$ cat config.mk
export PLATFORM = sky130hd
export DESIGN_NAME = fault_break_router
export DESIGN_NICKNAME = d
export VERILOG_FILES = /design/src/rtl/fbr_pkg.sv /design/src/rtl/fbr_lock_bits.sv /design/src/rtl/fbr_parity_flag.sv /design/src/rtl/fbr_break_gate.sv /design/src/rtl/fault_break_router.sv
export SDC_FILE = /design/constraint.sdc
export NUM_CORES = 1
export LEC_CHECK = 0
export ABC_AREA = 1
export BUFFER_PORTS_ARGS = -buffer_cell sky130_fd_sc_hd__buf_2
export CAP_MARGIN = 20
export CORE_MARGIN = 2
export CORE_UTILIZATION = 29
export CTS_CLUSTER_SIZE = 28
export DETAILED_ROUTE_END_ITERATION = 6
export GPL_ROUTABILITY_DRIVEN = 0
export PLACE_DENSITY_LB_ADDON = 0.08
export SYNTH_ARGS = -nofsm -noshare
export SYNTH_HDL_FRONTEND = slang
export SYNTH_SLANG_ARGS = --single-unit
$ cat constraint.sdc
create_clock -name clk -period 0.8 [get_ports clk]
set_input_delay 0.16 -clock clk [delete_from_list [all_inputs] [get_ports clk]]
set_output_delay 0.16 -clock clk [all_outputs]
set_load 0.05 [all_outputs]
$ cat src/rtl/fbr_pkg.sv
package fbr_pkg;
  localparam int unsigned NUM_SRC  = 3;
  localparam int unsigned LOCKUP_B = 0;
  localparam int unsigned PARITY_B = 1;
  localparam int unsigned VMON_B   = 2;
  localparam int unsigned FLAG_B   = 8;
endpackage

$ cat src/rtl/fbr_lock_bits.sv
module fbr_lock_bits #(
  parameter int unsigned N = 3
) (
  input  logic         clk,
  input  logic         rst,
  input  logic         wr_hit,
  input  logic [N-1:0] set_bits,
  output logic [N-1:0] lock_q
);
  for (genvar i = 0; i < N; i++) begin : g_lock
    always_ff @(posedge clk) begin
      if (rst)                       lock_q[i] <= 1'b0;
      else if (wr_hit && set_bits[i]) lock_q[i] <= 1'b1;
    end

    assert_lock_sticky_R2: assert property (@(posedge clk) disable iff (rst)
      lock_q[i] |=> lock_q[i]);
    assert_lock_set_R2: assert property (@(posedge clk) disable iff (rst)
      (wr_hit && set_bits[i]) |=> lock_q[i]);
  end
endmodule

$ cat src/rtl/fbr_parity_flag.sv
module fbr_parity_flag (
  input  logic clk,
  input  logic rst,
  input  logic err_i,
  input  logic clr_i,
  output logic flag_q
);
  always_ff @(posedge clk) begin
    if (rst)        flag_q <= 1'b0;
    else if (err_i) flag_q <= 1'b1;
    else if (clr_i) flag_q <= 1'b0;
  end

  assert_flag_set_R5: assert property (@(posedge clk) disable iff (rst)
    err_i |=> flag_q);
  assert_flag_clear_R6: assert property (@(posedge clk) disable iff (rst)
    (clr_i && !err_i) |=> !flag_q);
  assert_flag_hold_R6: assert property (@(posedge clk) disable iff (rst)
    (!clr_i && !err_i) |=> $stable(flag_q));
endmodule

$ cat src/rtl/fbr_break_gate.sv
module fbr_break_gate #(
  parameter int unsigned N = 3
) (
  input  logic         clk,
  input  logic         rst,
  input  logic [N-1:0] src_i,
  input  logic [N-1:0] en_i,
  output logic         brk_q
);
  logic any_live;
  assign any_live = |(src_i & en_i);

  always_ff @(posedge clk) begin
    if (rst) brk_q <= 1'b0;
    else     brk_q <= any_live;
  end

  assert_break_blocked_R4: assert property (@(posedge clk) disable iff (rst)
    ((src_i & en_i) == '0) |=> !brk_q);
  assert_break_raised_R4: assert property (@(posedge clk) disable iff (rst)
    ((src_i & en_i) != '0) |=> brk_q);
endmodule

$ cat src/rtl/fault_break_router.sv
module fault_break_router
  import fbr_pkg::*;
#(
  parameter int unsigned DATA_W   = 32,
  parameter int unsigned ADDR_W   = 4,
  parameter int unsigned REG_ADDR = 0
) (
  input  logic              clk,
  input  logic              rst,
  input  logic              reg_we,
  input  logic [ADDR_W-1:0] reg_addr,
  input  logic [DATA_W-1:0] reg_wdata,
  output logic [DATA_W-1:0] reg_rdata,
  input  logic              lockup_i,
  input  logic              parity_err_i,
  input  logic              vmon_irq_i,
  output logic              brk_o,
  output logic              cfg_locked
);
  localparam logic [ADDR_W-1:0] SEL = ADDR_W'(REG_ADDR);
  localparam logic [DATA_W-1:0] LIVE_MASK =
    (DATA_W'(1) << FLAG_B) | DATA_W'((1 << NUM_SRC) - 1);
  localparam logic [DATA_W-1:0] RSVD_MASK = ~LIVE_MASK;

  logic               wr_hit;
  logic               rd_hit;
  logic [NUM_SRC-1:0] lock_q;
  logic [NUM_SRC-1:0] src_vec;
  logic               flag_q;
  logic [DATA_W-1:0]  image;

  assign rd_hit = (reg_addr == SEL);
  assign wr_hit = reg_we && rd_hit;

  assign src_vec[LOCKUP_B] = lockup_i;
  assign src_vec[PARITY_B] = parity_err_i;
  assign src_vec[VMON_B]   = vmon_irq_i;

  fbr_lock_bits #(.N(NUM_SRC)) u_locks (
    .clk      (clk),
    .rst      (rst),
    .wr_hit   (wr_hit),
    .set_bits (reg_wdata[NUM_SRC-1:0]),
    .lock_q   (lock_q)
  );

  fbr_parity_flag u_flag (
    .clk    (clk),
    .rst    (rst),
    .err_i  (parity_err_i),
    .clr_i  (wr_hit && reg_wdata[FLAG_B]),
    .flag_q (flag_q)
  );

  fbr_break_gate #(.N(NUM_SRC)) u_brk (
    .clk   (clk),
    .rst   (rst),
    .src_i (src_vec),
    .en_i  (lock_q),
    .brk_q (brk_o)
  );

  always_comb begin
    image = '0;
    image[NUM_SRC-1:0] = lock_q;
    image[FLAG_B] = flag_q;
  end

  always_ff @(posedge clk) begin
    if (rst)         reg_rdata <= '0;
    else if (rd_hit) reg_rdata <= image;
    else             reg_rdata <= '0;
  end

  assign cfg_locked = lock_q[VMON_B];

  assert_cfg_sticky_R7: assert property (@(posedge clk) disable iff (rst)
    cfg_locked |=> cfg_locked);
  assert_other_addr_zero_R8: assert property (@(posedge clk) disable iff (rst)
    !rd_hit |=> (reg_rdata == '0));
  assert_rsvd_ignored_R9: assert property (@(posedge clk) disable iff (rst)
    (wr_hit && ((reg_wdata & RSVD_MASK) != '0)) |=> ##1 ((reg_rdata & RSVD_MASK) == '0));
  assert_other_write_ignored_R9: assert property (@(posedge clk) disable iff (rst)
    (reg_we && !rd_hit && !parity_err_i) |=> ($stable(lock_q) && $stable(flag_q)));
endmodule

* After elaboration in Yosys (flattened, before gate mapping)
Index checks and enable logic that the tools add are counted.
** Storage, ports and cells
- Logic and storage cells :: 20
- Register bits after elaboration :: 37
- Input port bits :: 42
** Cells by class
- Muxes and demuxes :: 2
- Bitwise logic cells :: 2
- Reduce and logical (&&, ||, !) cells :: 9
** Operator list (number)
- $logic_and A1 B1 Y1 :: 5
- $logic_not A4 Y1 :: 1
- $and A3 B3 Y3 :: 1
- $reduce_or A3 Y1 :: 1
- $mux W1 :: 2
- $reduce_bool A2 Y1 :: 1
- $reduce_or A2 Y1 :: 1
- $not A1 Y1 :: 1

* Depth between registers and ports, before layout
- Depth after elaboration :: 5
- Gate-level depth with buffers :: 4

* Cells and area by module
From an unflattened synthesis, not the netlist that was laid out.
** Unflattened totals
- Cells, all modules :: 74
- Area, all modules :: 551.8 um2
** Modules (own cells, without submodules)
- fault_break_router :: area each 366.6 um2, seq. area each 80.1 um2, cells an instance 49, instances 1
- fbr_lock_bits :: area each 97.6 um2, seq. area each 60.1 um2, cells an instance 12, instances 1
- fbr_break_gate :: area each 47.5 um2, seq. area each 20.0 um2, cells an instance 8, instances 1
- fbr_parity_flag :: area each 40.0 um2, seq. area each 20.0 um2, cells an instance 5, instances 1

* Worst setup path before layout
No wires, ideal clock.
- Path kind :: flip-flop to flip-flop
- From :: reg u_locks.lock_q[2]
- To :: reg u_brk.brk_q
- Setup time :: 0.056 ns
- Data required time :: 0.744 ns
- Path slack :: -0.170 ns
- Clock period less this slack :: 0.970 ns
- Data arrival time :: 0.914 ns
- Cell stages (with the launch flop) :: 5
- Buffers on the path :: 0
- Path through :: dfxtp_1 nand2_1 o211ai_1 nand2_1 inv_1
** On the way
- Longest elaborated chain between the ends :: 2
** RTL lines
- start: declaration :: RTL line fbr_lock_bits.sv:8 : output logic [N-1:0] lock_q
- start signal: indexed assignment :: RTL line fbr_lock_bits.sv:12 : if (rst) lock_q[i] <= 1'b0;
- start signal: indexed assignment :: RTL line fbr_lock_bits.sv:13 : else if (wr_hit && set_bits[i]) lock_q[i] <= 1'b1;
- $and A3 B3 Y3 :: RTL line fbr_break_gate.sv:11 : assign any_live = |(src_i & en_i);
- $reduce_or A3 Y1 :: RTL line fbr_break_gate.sv:11
- end signal: assignment :: RTL line fbr_break_gate.sv:15 : else brk_q <= any_live;
- end: declaration :: RTL line fbr_break_gate.sv:8 : output logic brk_q
Every way passes these cells.
A chain may end at the register's enable or synchronous reset.

* Final worst setup path
- From :: reg u_locks.lock_q[2]
- To :: out cfg_locked
** RTL lines
- end: declaration :: RTL line fault_break_router.sv:18 : output logic cfg_locked
No word-level cell between the ends.

==> run summary <==
drt wl/cell: 7.20 um
critical path class: register to output port
status: finished with violations
slowest CP cell: dfxtp_4
Die Ht: 46.6 um
Core Rows: 15
Die Wd: 46.6 um
Final min period: 908 ps
r2r setup slk: 0 ps
antenna violations before repair: 0
max-cap violation count: 0
RSZ-0062 raised after global routing: yes
Peak Freq: 1100 MHz
final setup fails: 6
CP max stage delay: 350 ps
area delta synth->final: 23.6%
root buf cell: clkbuf_4
Routed Antenna Nets: 0
Die ar.: 0.00217 mm^2
Starting Density: 30.8%
nets: 131
FILL cells: 184
CTS tree: built
sequence of cells on the critical path: buf_8
Max rail drop VDD: 0.000443 V
Setup Skew: 0.731 ps
Switch Pwr: 0.486 mW
Buf/Inv on CP: 1
number of CTS-inserted buffers: 3
PD cells: 1800 mW/mm^2
synthesized area per cell: 8.08 um^2
htree depth: 1
crit end category: output port
Syn. warnings: 0
Yosys cell types: 11
pin count of the biggest net entering global routing: 6
DP Wirelength: 678 um
Critical Path Source Type: register
DRC: 0
switch share: 41.6%
Clk network pwr share: 29.9%
final period utilization: 114%
core area: 0.00171 mm^2
leakage: 0.328 nW
CTS Sinks: 9
Vias per Instance: 3.29
combinational power share: 31.0%
number of synthesized register bits: 9
routed vias: 372
port bufs: 19
Flop pwr share: 39.0%
DR iter-0 viols: 5
Cells after Synth: 65
final hold vios: 0
Detailed Route WL: 814 um
critical-path maximum fanout: 2
Setup Total Neg Slack: -534 ps
fin. max-slew vios: 0
Overall Global Routing Usage: 7.97%
failing checks: setup timing
Multi-input gate area: 213 um^2
ant diodes: 0
crit-path leading delay family: flip-flops
Pre-antenna DRT Iters: 2
total congestion overflow: 0
Synth Cell Area: 526 um^2
vias in the first global route: 292
Layout Utilization: 38.0%
Pint: 0.680 mW
Post-CTS Hold Buffers: 0
clk buf depth: 2
post-synthesis sequential area ratio: 34.3%
Register Area: 190 um^2
layout cell share with drive strength beyond 1: 37.5%
CP arrival: 750 ps
Critical Path RT: 640 ps
Worst-Skew Late Latency: 260 ps
first-pass GRT wire length: 1.16 mm
Reg clk slew, reported paths: 60 ps
IO Pins: 76
Hold WC Path Type: input port to register
Setup WS post-layout: -108 ps
[layout make-up]
class                   instances  share of cell area, %
clock buffers                   4                   4.05
inverters                       7                   4.05
multi-input cells              48                   32.8
flip-flops and latches          9                   29.3
well taps                      25                   4.82
repair buffers                 20                   25.0
[placed cells by master (no fill, tap or decap)]
cell type,count
conb_1,28
nor2_2,2
nand4_1,4
o211ai_1,1
nand3_2,1
dfxtp_1,3
buf_2,13
buf_4,1
dfxtp_4,1
nand2_1,3
buf_8,6
clkbuf_4,3
nand2_2,1
nor2_1,4
clkbuf_1,1
dfxtp_2,5
inv_1,7
a21oi_1,4
[flip-flops by register name, summed over array words and instances (netlist names)]
register	flops
u_flag.flag_q	1
reg_rdata	4
u_brk.brk_q	1
u_locks.lock_q	3
[power by group through the flow]
stage / Combinational (mW) / Sequential (mW) / Clock, mW
CTS: 0.359 / 0.455 / 0.360
floorplan: 0.413 / 0.471 / 0
global route: 0.377 / 0.456 / 0.386
global placement: 0.355 / 0.465 / 0
detailed placement: 0.355 / 0.465 / 0
finish: 0.362 / 0.455 / 0.349
[metrics by stage]
stage               hold slack (ps)  std cells  power [mW]  cell area (um^2)  worst slack (ps)
floorplan                       219         92       0.884               631              52.7
finish                          107        113        1.17               649              -108
detailed placement              382        108       0.819               547             -37.6
global placement                381        108       0.820               547             -36.1
CTS                             108        113        1.17               628              -114
global route                    118        113        1.22               649              -135
[worst paths after layout]
kind | start | end | depth (start not counted)
setup / recovery | u_locks.lock_q[2] | cfg_locked | 1
hold / removal | rst | u_locks.lock_q[2] | 2
setup reg to reg | u_locks.lock_q[2] | u_brk.brk_q | 5
hold reg to reg | u_flag.flag_q | reg_rdata[8] | 2
[repair_timing]
item                       in CTS  in global routing
setup buffers                   1                  0
gates resized for setup        18                  6
pin swaps                       0                  2
setup endpoints to repair       6                  7
[cell families after synthesis]
group	Yosys count	synth area share [%]
flops	9	34.3
simple gates	15	14.8
compound gates	5	5.24
other cells	1	0.714
buf+inv	35	45.0
[routing by layer]
metal  wire length, um  GRT usage [%]  vias up
li1                  -              -      193
met1               334           11.0      151
met2               379           9.72       28
met3               100           2.35        0
met4                 0           6.86        0
met5                 0              0        -
[synthesized netlist by cell type (all sizes together)]
cell | count | area share [%]
buf | 28 | 40
dfxtp | 9 | 34
inv | 7 | 5.0
nor2 | 6 | 5.2
a21oi | 4 | 3.8
nand2 | 4 | 2.9
nand4 | 4 | 4.8
conb | 1 | 0.71
nand3 | 1 | 1.9
o211ai | 1 | 1.4
No activity file was read; power rests on OpenSTA's default activity.
